## config.mk

```make
export PLATFORM = sky130hd
export DESIGN_NAME = cmd_byte_deser
export DESIGN_NICKNAME = d
export VERILOG_FILES = /design/src/rtl/cmd_deser_pkg.sv /design/src/rtl/deser_seq.sv /design/src/rtl/deser_pack.sv /design/src/rtl/deser_match.sv /design/src/rtl/cmd_byte_deser.sv
export SDC_FILE = /design/constraint.sdc
export NUM_CORES = 1
export LEC_CHECK = 0
export ABC_CLOCK_PERIOD_IN_PS = 3600
export BUFFER_PORTS_ARGS = -buffer_cell sky130_fd_sc_hd__buf_2
export CAP_MARGIN = 40
export CORE_ASPECT_RATIO = 0.9
export CORE_MARGIN = 2
export CORE_UTILIZATION = 25
export CTS_BUF_LIST = sky130_fd_sc_hd__clkbuf_8
export DETAILED_ROUTE_END_ITERATION = 7
export PLACE_DENSITY = 0.45
export SLEW_MARGIN = 5
export SYNTH_ARGS = -nofsm -noshare
export SYNTH_HDL_FRONTEND = slang
export SYNTH_SLANG_ARGS = --single-unit
export TNS_END_PERCENT = 50
```

## constraint.sdc

```tcl
create_clock -name clk -period 3.6 [get_ports clk]
set_input_delay 0.54 -clock clk [delete_from_list [all_inputs] [get_ports clk]]
set_output_delay 0.54 -clock clk [all_outputs]
set_load 0.01 [all_outputs]
```

## src/rtl/cmd_deser_pkg.sv

```systemverilog
package cmd_deser_pkg;
  localparam int BYTE_W     = 8;
  localparam int ADDR_W     = 16;
  localparam int ADDR_BYTES = ADDR_W / BYTE_W;
  typedef logic [BYTE_W-1:0] byte_t;
  typedef logic [ADDR_W-1:0] addr_t;
endpackage

```

## src/rtl/deser_seq.sv

```systemverilog
// Byte position tracker: which byte of a command is on the bus now.
module deser_seq
  import cmd_deser_pkg::*;
#(
  parameter int NBYTES = 6,
  parameter int CNT_W  = 3
) (
  input  logic             clk,
  input  logic             rst_n,
  input  logic             first_i,
  output logic             take_o,
  output logic [CNT_W-1:0] lane_o,
  output logic             last_o
);
  localparam logic [CNT_W-1:0] LAST = CNT_W'(NBYTES - 1);
  localparam logic [CNT_W-1:0] ONE  = CNT_W'(1);

  logic [CNT_W-1:0] cnt_q;
  logic             busy;

  assign busy   = (cnt_q != '0);
  assign take_o = first_i | busy;
  assign lane_o = first_i ? '0 : cnt_q;
  assign last_o = !first_i && (cnt_q == LAST);

  always_ff @(posedge clk or negedge rst_n) begin
    if (!rst_n) begin
      cnt_q <= '0;
    end else if (first_i) begin
      cnt_q <= ONE;
    end else if (busy) begin
      cnt_q <= (cnt_q == LAST) ? '0 : cnt_q + ONE;
    end
  end

  // position never leaves the command length
  a_r1_pos_range: assert property (@(posedge clk) disable iff (!rst_n)
    cnt_q <= LAST);
  // a strobe always restarts at byte 1 next
  a_r6_restart: assert property (@(posedge clk) disable iff (!rst_n)
    first_i |=> (cnt_q == ONE));
  // idle stays idle without a strobe
  a_r7_idle_hold: assert property (@(posedge clk) disable iff (!rst_n)
    (!busy && !first_i) |=> (cnt_q == '0));
endmodule

```

## src/rtl/deser_pack.sv

```systemverilog
// Gathers address and data bytes into their lanes.
module deser_pack
  import cmd_deser_pkg::*;
#(
  parameter int NBYTES = 6,
  parameter int DATA_W = 32,
  parameter int CNT_W  = 3
) (
  input  logic              clk,
  input  logic              rst_n,
  input  logic              take_i,
  input  logic [CNT_W-1:0]  lane_i,
  input  byte_t             byte_i,
  output addr_t             addr_o,
  output logic [DATA_W-1:0] data_nx_o
);
  localparam int NDATA = NBYTES - ADDR_BYTES;
  localparam int FILL  = BYTE_W * NDATA;

  addr_t             addr_q, addr_nx;
  logic [DATA_W-1:0] data_q, data_nx;
  logic              start;

  assign start = take_i && (lane_i == '0);

  always_comb begin
    addr_nx = addr_q;
    if (start)
      addr_nx = {byte_t'(0), byte_i};
    else if (take_i && (lane_i == CNT_W'(1)))
      addr_nx[ADDR_W-1:BYTE_W] = byte_i;
  end

  for (genvar g = 0; g < NDATA; g++) begin : g_lane
    logic hit;
    assign hit = take_i && (lane_i == CNT_W'(g + ADDR_BYTES));
    assign data_nx[g*BYTE_W +: BYTE_W] =
      start ? byte_t'(0) : (hit ? byte_i : data_q[g*BYTE_W +: BYTE_W]);
  end

  if (DATA_W > FILL) begin : g_pad
    assign data_nx[DATA_W-1:FILL] = '0;
  end

  always_ff @(posedge clk or negedge rst_n) begin
    if (!rst_n) begin
      addr_q <= '0;
      data_q <= '0;
    end else begin
      addr_q <= addr_nx;
      data_q <= data_nx;
    end
  end

  assign addr_o    = addr_q;
  assign data_nx_o = data_nx;

  // second byte becomes the address high byte
  a_r1_addr_hi: assert property (@(posedge clk) disable iff (!rst_n)
    (take_i && lane_i == CNT_W'(1)) |=> (addr_q[ADDR_W-1:BYTE_W] == $past(byte_i)));
  // a fresh command starts from empty data
  a_r6_clear: assert property (@(posedge clk) disable iff (!rst_n)
    start |=> (data_q == '0));
endmodule

```

## src/rtl/deser_match.sv

```systemverilog
// Masked address compare and local index extraction.
module deser_match
  import cmd_deser_pkg::*;
#(
  parameter addr_t BASE_ADDR = 16'h0330,
  parameter addr_t ADDR_MASK = 16'h07F8,
  parameter int    IDX_W     = 3
) (
  input  addr_t             addr_i,
  output logic              hit_o,
  output logic [IDX_W-1:0]  idx_o
);
  localparam addr_t REF = BASE_ADDR & ADDR_MASK;

  assign hit_o = ((addr_i & ADDR_MASK) == REF);
  assign idx_o = addr_i[IDX_W-1:0];
endmodule

```

## src/rtl/cmd_byte_deser.sv

```systemverilog
module cmd_byte_deser
  import cmd_deser_pkg::*;
#(
  parameter addr_t BASE_ADDR = 16'h0330,
  parameter addr_t ADDR_MASK = 16'h07F8,
  parameter int    NBYTES    = 6,
  parameter int    IDX_W     = 3,
  parameter int    DATA_W    = 32
) (
  input  logic              clk,
  input  logic              rst_n,
  input  logic [7:0]        cmd_byte,
  input  logic              cmd_first,
  output logic              wr_en,
  output logic [IDX_W-1:0]  wr_idx,
  output logic [DATA_W-1:0] wr_data
);
  localparam int CNT_W = $clog2(NBYTES);

  logic              take_w, last_w, hit_w;
  logic [CNT_W-1:0]  lane_w;
  addr_t             addr_w;
  logic [DATA_W-1:0] data_nx_w;
  logic [IDX_W-1:0]  idx_w;

  deser_seq #(.NBYTES(NBYTES), .CNT_W(CNT_W)) u_seq (
    .clk(clk), .rst_n(rst_n), .first_i(cmd_first),
    .take_o(take_w), .lane_o(lane_w), .last_o(last_w)
  );

  deser_pack #(.NBYTES(NBYTES), .DATA_W(DATA_W), .CNT_W(CNT_W)) u_pack (
    .clk(clk), .rst_n(rst_n), .take_i(take_w), .lane_i(lane_w),
    .byte_i(cmd_byte), .addr_o(addr_w), .data_nx_o(data_nx_w)
  );

  deser_match #(.BASE_ADDR(BASE_ADDR), .ADDR_MASK(ADDR_MASK), .IDX_W(IDX_W)) u_match (
    .addr_i(addr_w), .hit_o(hit_w), .idx_o(idx_w)
  );

  always_ff @(posedge clk or negedge rst_n) begin
    if (!rst_n) begin
      wr_en   <= 1'b0;
      wr_idx  <= '0;
      wr_data <= '0;
    end else begin
      wr_en <= last_w && hit_w;
      if (last_w && hit_w) begin
        wr_idx  <= idx_w;
        wr_data <= data_nx_w;
      end
    end
  end

  // the write pulse lasts a single cycle
  a_r4_one_cycle: assert property (@(posedge clk) disable iff (!rst_n)
    wr_en |=> !wr_en);
  // a pulse only follows the final byte of a command
  a_r4_after_last: assert property (@(posedge clk) disable iff (!rst_n)
    wr_en |-> $past(last_w));
  // outputs hold between accepted writes
  a_r10_hold: assert property (@(posedge clk) disable iff (!rst_n)
    !wr_en |-> ($stable(wr_data) && $stable(wr_idx)));
endmodule

```

==> metrics.txt, run 1 <==
pre-CTS setup slack around 1.6 ns; Overall Global Routing Usage 10.6%; hold crit path type in -> async; post-layout util 29.7%; Overflow after GRT 0; die width between 100 and 150 um; CP Max Fanout 19; Post-Layout Cell Count 483; Rows 40; largest family of logic cells by synthesized area multiplexers; ANT cells 0; DP Cell Count about 470; 1st-pass router iterations 4; syn_area_per_cell 12.9 um2; crit path launch u_seq.cnt_q[1]$_DFFE_PN0P_; global-route wire length before repair 11600 um; RSZ-0062 raised after global routing no; Reg2Reg Depth 4; clk sinks roughly 80; clock buffer depth 2; net count after synthesis between 200 and 300; DR vias/cell ~4.2; reg-to-reg startpoint u_seq.cnt_q[1]$_DFFE_PN0P_; # fillers 1372; Peak Freq a little over 500 MHz; Slew Limit Fails 0; P&R area growth vs syn 16.7%; minimum clock period 1.98 ns; CP arrival between 2 and 2.5 ns; P_int around 1300 uW; drt first-iter violations between 80 and 90; xor and xnor area share after synthesis 0%; Clock Tree Root clkbuf_8; Core Box Area between 10000 and 15000 um2; Sw Ratio 24.3%; Hold Buf Count CTS 0; final worst slack ~1.6 ns; Sequential Area 2050 um2; share of layout cells above drive strength 1 between 20 and 30%; CP endpoint kind register; vias in the first global route roughly 2100; Final setup viols 0; RR Endpoint wr_idx[1]$_DFFE_PN0P_; Worst setup SP type register; Vias approximately 2000; maximum vdd drop between 0.0002 and 0.00025 V; Avg WL per Cell 14.5 um; number of routed nets with antenna violations 0; Worst-path clk slew about 0.08 ns; Tcrit/Tclk final a little over half; Setup Fix Bufs, Post-CTS 0; Multi-input gate area 1060 um2; Max-Cap Viols 0; clock latency on the worst-skew pair between 0.3 and 0.4 ns; Clk network pwr share between 30% and 40%; endpoints failing hold 0; max_slew headroom between 50% and 60%; run status complete, no violations; initial core utilization about 25%; Switch Pwr slightly above 400 uW; Syn. warnings 0; antenna violations before repair 0; leakage 0.00194 uW; Post-Syn Area 3370 um2; CP Class reg -> reg; post-synthesis sequential area ratio roughly three fifths; CTS tree yes; final net count approximately 320; Unique masters post-synth 21; pwr/cell area 435 nW/um2; largest net degree at the start of global routing 48; Seq cells post-synth 82; Port Buffers between 40 and 50; htree depth 3; I/O pins 47; Least-Margin Pin Slew ~0.69 ns; CTS Buf Count 9; Comb pwr share 7.3%; post-synthesis mux area share 22.4%; clock skew 0.00778 ns; number of gates resized after CTS 0; die area around 14000 um2; TNS Setup 0 ns; hpwl dp ~4500 um; Req. time, crit path 3.84 ns; Adder-Cell Fraction of Synth Area 0%; Synth Area in Compound Gates about 1.2%; instance count of the mapped netlist between 200 and 300; Post-Synth Simple-Gate Area slightly below 8%; DRC 0; Seq pwr share a little under three fifths; wirelength, routed approximately 7000 um; FF-to-FF setup slack 1.62 ns; Die Height around 110 um; RePlAce Congestion just under 0.7
-- synthesized netlist by cell type --
cell type	count	area, um2
dfrtp_1	82	2050
mux2i_1	64	641
nor2_1	38	143
inv_1	33	124
mux2_2	10	113
clkbuf_1	5	18.8
buf_2	4	20.0
a22oi_1	3	22.5
buf_12	3	60.1
buf_6	3	33.8
nor3b_1	3	22.5
a21oi_1	2	10.0
nand2_1	2	7.51
nand4bb_1	2	22.5
and3b_1	1	8.76
nand2b_1	1	6.26
nand3b_1	1	7.51
nand3b_4	1	20.0
nor4_4	1	21.3
o21bai_1	1	7.51
or3b_2	1	8.76
-- layout by cell type, fill, tap and decap left out, drive strengths merged, types with 2 or more instances in the layout --
| cell | Yosys | final |
|---|---|---|
| dfrtp | 82 | 82 |
| mux2i | 64 | 64 |
| buf | 10 | 53 |
| nor2 | 38 | 38 |
| inv | 33 | 35 |
| clkbuf | 5 | 12 |
| mux2 | 10 | 10 |
| nor3b | 3 | 3 |
| a22oi | 3 | 3 |
| nand4bb | 2 | 2 |
| a21oi | 2 | 2 |
| nand2 | 2 | 2 |
| clkinv | 0 | 2 |
| nand3b | 2 | 2 |
-- final cells by class --
| type | instances | share of cell area, % |
|---|---|---|
| sequential | 82 | 52.2 |
| multi-input combinational | 131 | 27.0 |
| timing repair buffer | 53 | 7.70 |
| tap | 168 | 5.35 |
| clock buffer | 12 | 4.20 |
| inverter | 33 | 3.15 |
| clock inverter | 4 | 0.445 |
-- routing by layer --
layer / part of all wire (%) / global-route usage, % / up-vias
met2: 45 / 15.7 / 43
met3: 4.5 / 3.74 / 11
met1: 49 / 14.0 / 1028
met4: 2.1 / 4.47 / 0
li1: - / - / 947
met5: 0 / 0 / -
-- power by group through the flow --
stage | logic [uW] | registers [uW] | clock network, uW
after floorplan | 82.9 | 973 | 0
after global placement | 124 | 980 | 0
final | 125 | 963 | 624
after detailed placement | 130 | 981 | 0
after global routing | 141 | 967 | 700
after CTS | 131 | 963 | 654
-- critical path: stages, from the launching register on --
cell and delay [ns]:
dfrtp_1 0.47, nand3b_4 0.32, nor4_4 0.34, buf_4 0.37
mux2_2 0.37
-- worst max path at each step --
stage                                  to  slack (ns)  depth (start not counted)
global placement    wr_idx[2]$_DFFE_PN0P_        1.58                          5
global route        wr_idx[2]$_DFFE_PN0P_        1.53                          4
finish              wr_idx[1]$_DFFE_PN0P_        1.62                          4
floorplan           wr_idx[0]$_DFFE_PN0P_        1.92                          6
CTS                 wr_idx[2]$_DFFE_PN0P_        1.59                          4
detailed placement  wr_idx[2]$_DFFE_PN0P_        1.56                          5
-- through the flow --
step                      cell area, um2  power [uW]  hold slack (ns)
after CTS                           3930        1750            0.177
after global routing                3930        1810            0.194
after floorplan                     3370        1060            0.244
after global placement              3720        1100            0.484
final                               3930        1710            0.157
after detailed placement            3750        1110            0.492
-- cells by family after synthesis --
family | after synthesis
AO/OA/AOI/OAI | 6
flip-flops | 82
multiplexers | 74
buffers and inverters | 48
AND/OR/NAND/NOR | 51
-- sequential cells by signal, summed over array words and instances, names as in the netlist --
register / count
u_pack.data_q: 32
wr_data: 32
u_pack.addr_o: 11
u_seq.cnt_q: 3
wr_idx: 3
wr_en: 1
Note: power is estimated with default switching activity, not from simulation.
==> run 2, diff against run 1 <==
Settings changed: ABC_CLOCK_PERIOD_IN_PS 3600 to 1600, PLACE_DENSITY 0.45 to 0.47.
Clock period 3.6 ns to 1.6 ns, I/O delays scaled along.
==> metrics.txt, run 2 (synthesized netlist as in run 1, its figures left out) <==
# fillers 1370 (-0.15%); Die Height 114 um (unchanged); commonest non-fill, non-tap cell in the layout dfrtp_1; Port Buffers 46 (unchanged); DR vias/cell 4.07 (-3.1%); TNS Setup -0.0198 ns (-0.0198 ns); Power, Total 3920 uW (+130%); FF-to-FF setup slack -0.008 ns (-1.63 ns); die area 14400 um2 (unchanged); Reg2Reg Depth 4 (unchanged); global-route wire length before repair 11700 um (+0.42%); Overall Global Routing Usage 10.6% (about the same); crit-path max cell delay 0.41 ns (-0.06 ns); ANT cells 0 (unchanged); clock skew 0.00637 ns (-0.00141 ns); CP Class reg -> reg; pwr/cell area 949 nW/um2 (+120%); Req. time, crit path 1.84 ns (-2.00 ns); Avg WL per Cell 14.5 um (about the same); drt first-iter violations 89 (+1.1%); Clock Tree Root clkbuf_8; vias in the first global route 2139 (-0.19%); RePlAce Congestion 0.710 (+3.1%); Max-Cap Viols 0 (unchanged); number of routed nets with antenna violations 0 (unchanged); Peak Freq 622 MHz (+23%); failing checks negative setup slack; Crit-path slowest cell or3b_4; max_slew headroom 69.2% (+15 points); minimum clock period 1.61 ns (-0.369 ns); maximum vdd drop 0.000551 V (+150%); most frequent cells in the layout dfrtp_1 (79), mux2i_1 (64), buf_2 (45), nor2_1 (38), inv_1 (35); Tcrit/Tclk final 101% (+46 points); largest net degree at the start of global routing 83 (+73%); Worst-path clk slew 0.08 ns (about the same); Overflow after GRT 0 (unchanged); 1st-pass router iterations 4 (unchanged); I/O pins 47 (unchanged); run status complete, but fails checks; antenna violations before repair 0 (unchanged); share of layout cells above drive strength 1 28.7% (+3.3 points); P&R area growth vs syn 22.5%; CTS Buf Count 9 (unchanged); Worst setup SP type register; worst hold slack 0.201 ns (+0.0440 ns); DRC 0 (unchanged); worst hold stages 3; initial core utilization 25.4% (unchanged); Core Box Area 13300 um2 (unchanged); Least-Margin Pin Slew 0.463 ns (-0.225 ns); htree depth 3 (unchanged); hold path endpoint u_pack.addr_o[5]$_DFFE_PN0P_; leakage 0.00202 uW (+4.3%); reg-to-reg startpoint u_pack.addr_o[3]$_DFFE_PN0P_; hold path start cmd_byte[5]; die width 126 um (unchanged); crit path launch u_pack.addr_o[3]$_DFFE_PN0P_; CP Max Fanout 5 (-14); Slew Limit Fails 0 (unchanged); final worst slack -0.00837 ns (-1.63 ns); endpoints failing hold 0 (unchanged); CP Cell Sequence or3b_4 > nor4_4 > buf_6 > mux2_4; CTS tree yes; clock buffer depth 2 (unchanged); design area 4130 um2 (+4.9%); final net count 334 (+4.0%); Final setup viols 3 (+3); CP arrival 1.85 ns (-0.37 ns); clock latency on the worst-skew pair 0.35 ns (about the same); wirelength, routed 7170 um (+2.5%); CP endpoint kind register; clk sinks 82 (unchanged); RR Endpoint wr_idx[1]$_DFFE_PN0P_; Placed Instance Area 3870 um2 (+3.2%); RSZ-0062 raised after global routing yes; hpwl dp 4560 um (+0.64%); Rows 40 (unchanged); hold crit path type in -> reg; Vias 2015 (-0.69%); post-layout util 31.1% (+1.5 points)
run 2: cell count changes in the layout (fill, tap and decap cells not counted), sizes merged:
cell         change
buf             +11
bufinv           +1
clkbuf           -1
dlygate4sd3      +1
run 2: cell type report:
| type | instances | area [um2] | area share (%) |
|---|---|---|---|
| Sequential cell | 82 | 2060 | 49.8 |
| Multi-Input combinational cell | 131 | 1070 | 26.0 |
| Timing Repair Buffer | 66 | 477 | 11.6 |
| Tap cell | 168 | 210 | 5.09 |
| Clock buffer | 10 | 138 | 3.34 |
| Inverter | 33 | 124 | 3.00 |
| Clock inverter | 5 | 47.5 | 1.15 |
run 2: how the worst max path moves through the flow:
stage                                   end  slack (ns)  depth (start not counted)
floorplan             wr_idx[0]$_DFFE_PN0P_       -0.05                          4
global placement      wr_idx[0]$_DFFE_PN0P_       -0.11                          4
detailed placement  wr_data[29]$_DFFE_PN0P_       -0.16                          5
CTS                   wr_idx[0]$_DFFE_PN0P_       -0.03                          4
global route         wr_data[4]$_DFFE_PN0P_       -0.12                          5
finish                wr_idx[1]$_DFFE_PN0P_      -0.008                          4
run 2: stage by stage:
step / std cells / setup WS, ns
floorplan: 261 / -0.0514
global placement: 475 / -0.106
detailed placement: 475 / -0.159
CTS: 493 / -0.0298
global route: 495 / -0.116
finish: 495 / -0.00837
run 2: worst max-delay path, delay by kind of cell (launching register included):
kind	cells	cell delay [ns]
simple gates	2	0.61
flops	1	0.38
buf+inv	1	0.20
mux	1	0.30
run 2: power breakdown:
part           internal (uW)  leakage (uW)  switching (uW)  total, uW
combinational            127      0.000970             180        307
clock                    739      0.000105             707       1450
sequential              2130      0.000947            32.4       2170
total                   3000       0.00202             919       3920
run 2: what timing repair did:
action                                 in CTS  in global routing
setup endpoints to repair                  34                 34
hold buffers                                1                  0
cloned                                      0                  1
resized for setup                           6                  0
setup buffers                               2                  1
pin swaps                                   1                  0
endpoints found under the hold margin      82                  0
run 2: metal layers:
metal | wire, um | track usage, %
met5 | 0 | 0
met4 | 109 | 3.96
met3 | 247 | 3.50
met2 | 3050 | 15.1
met1 | 3760 | 14.9
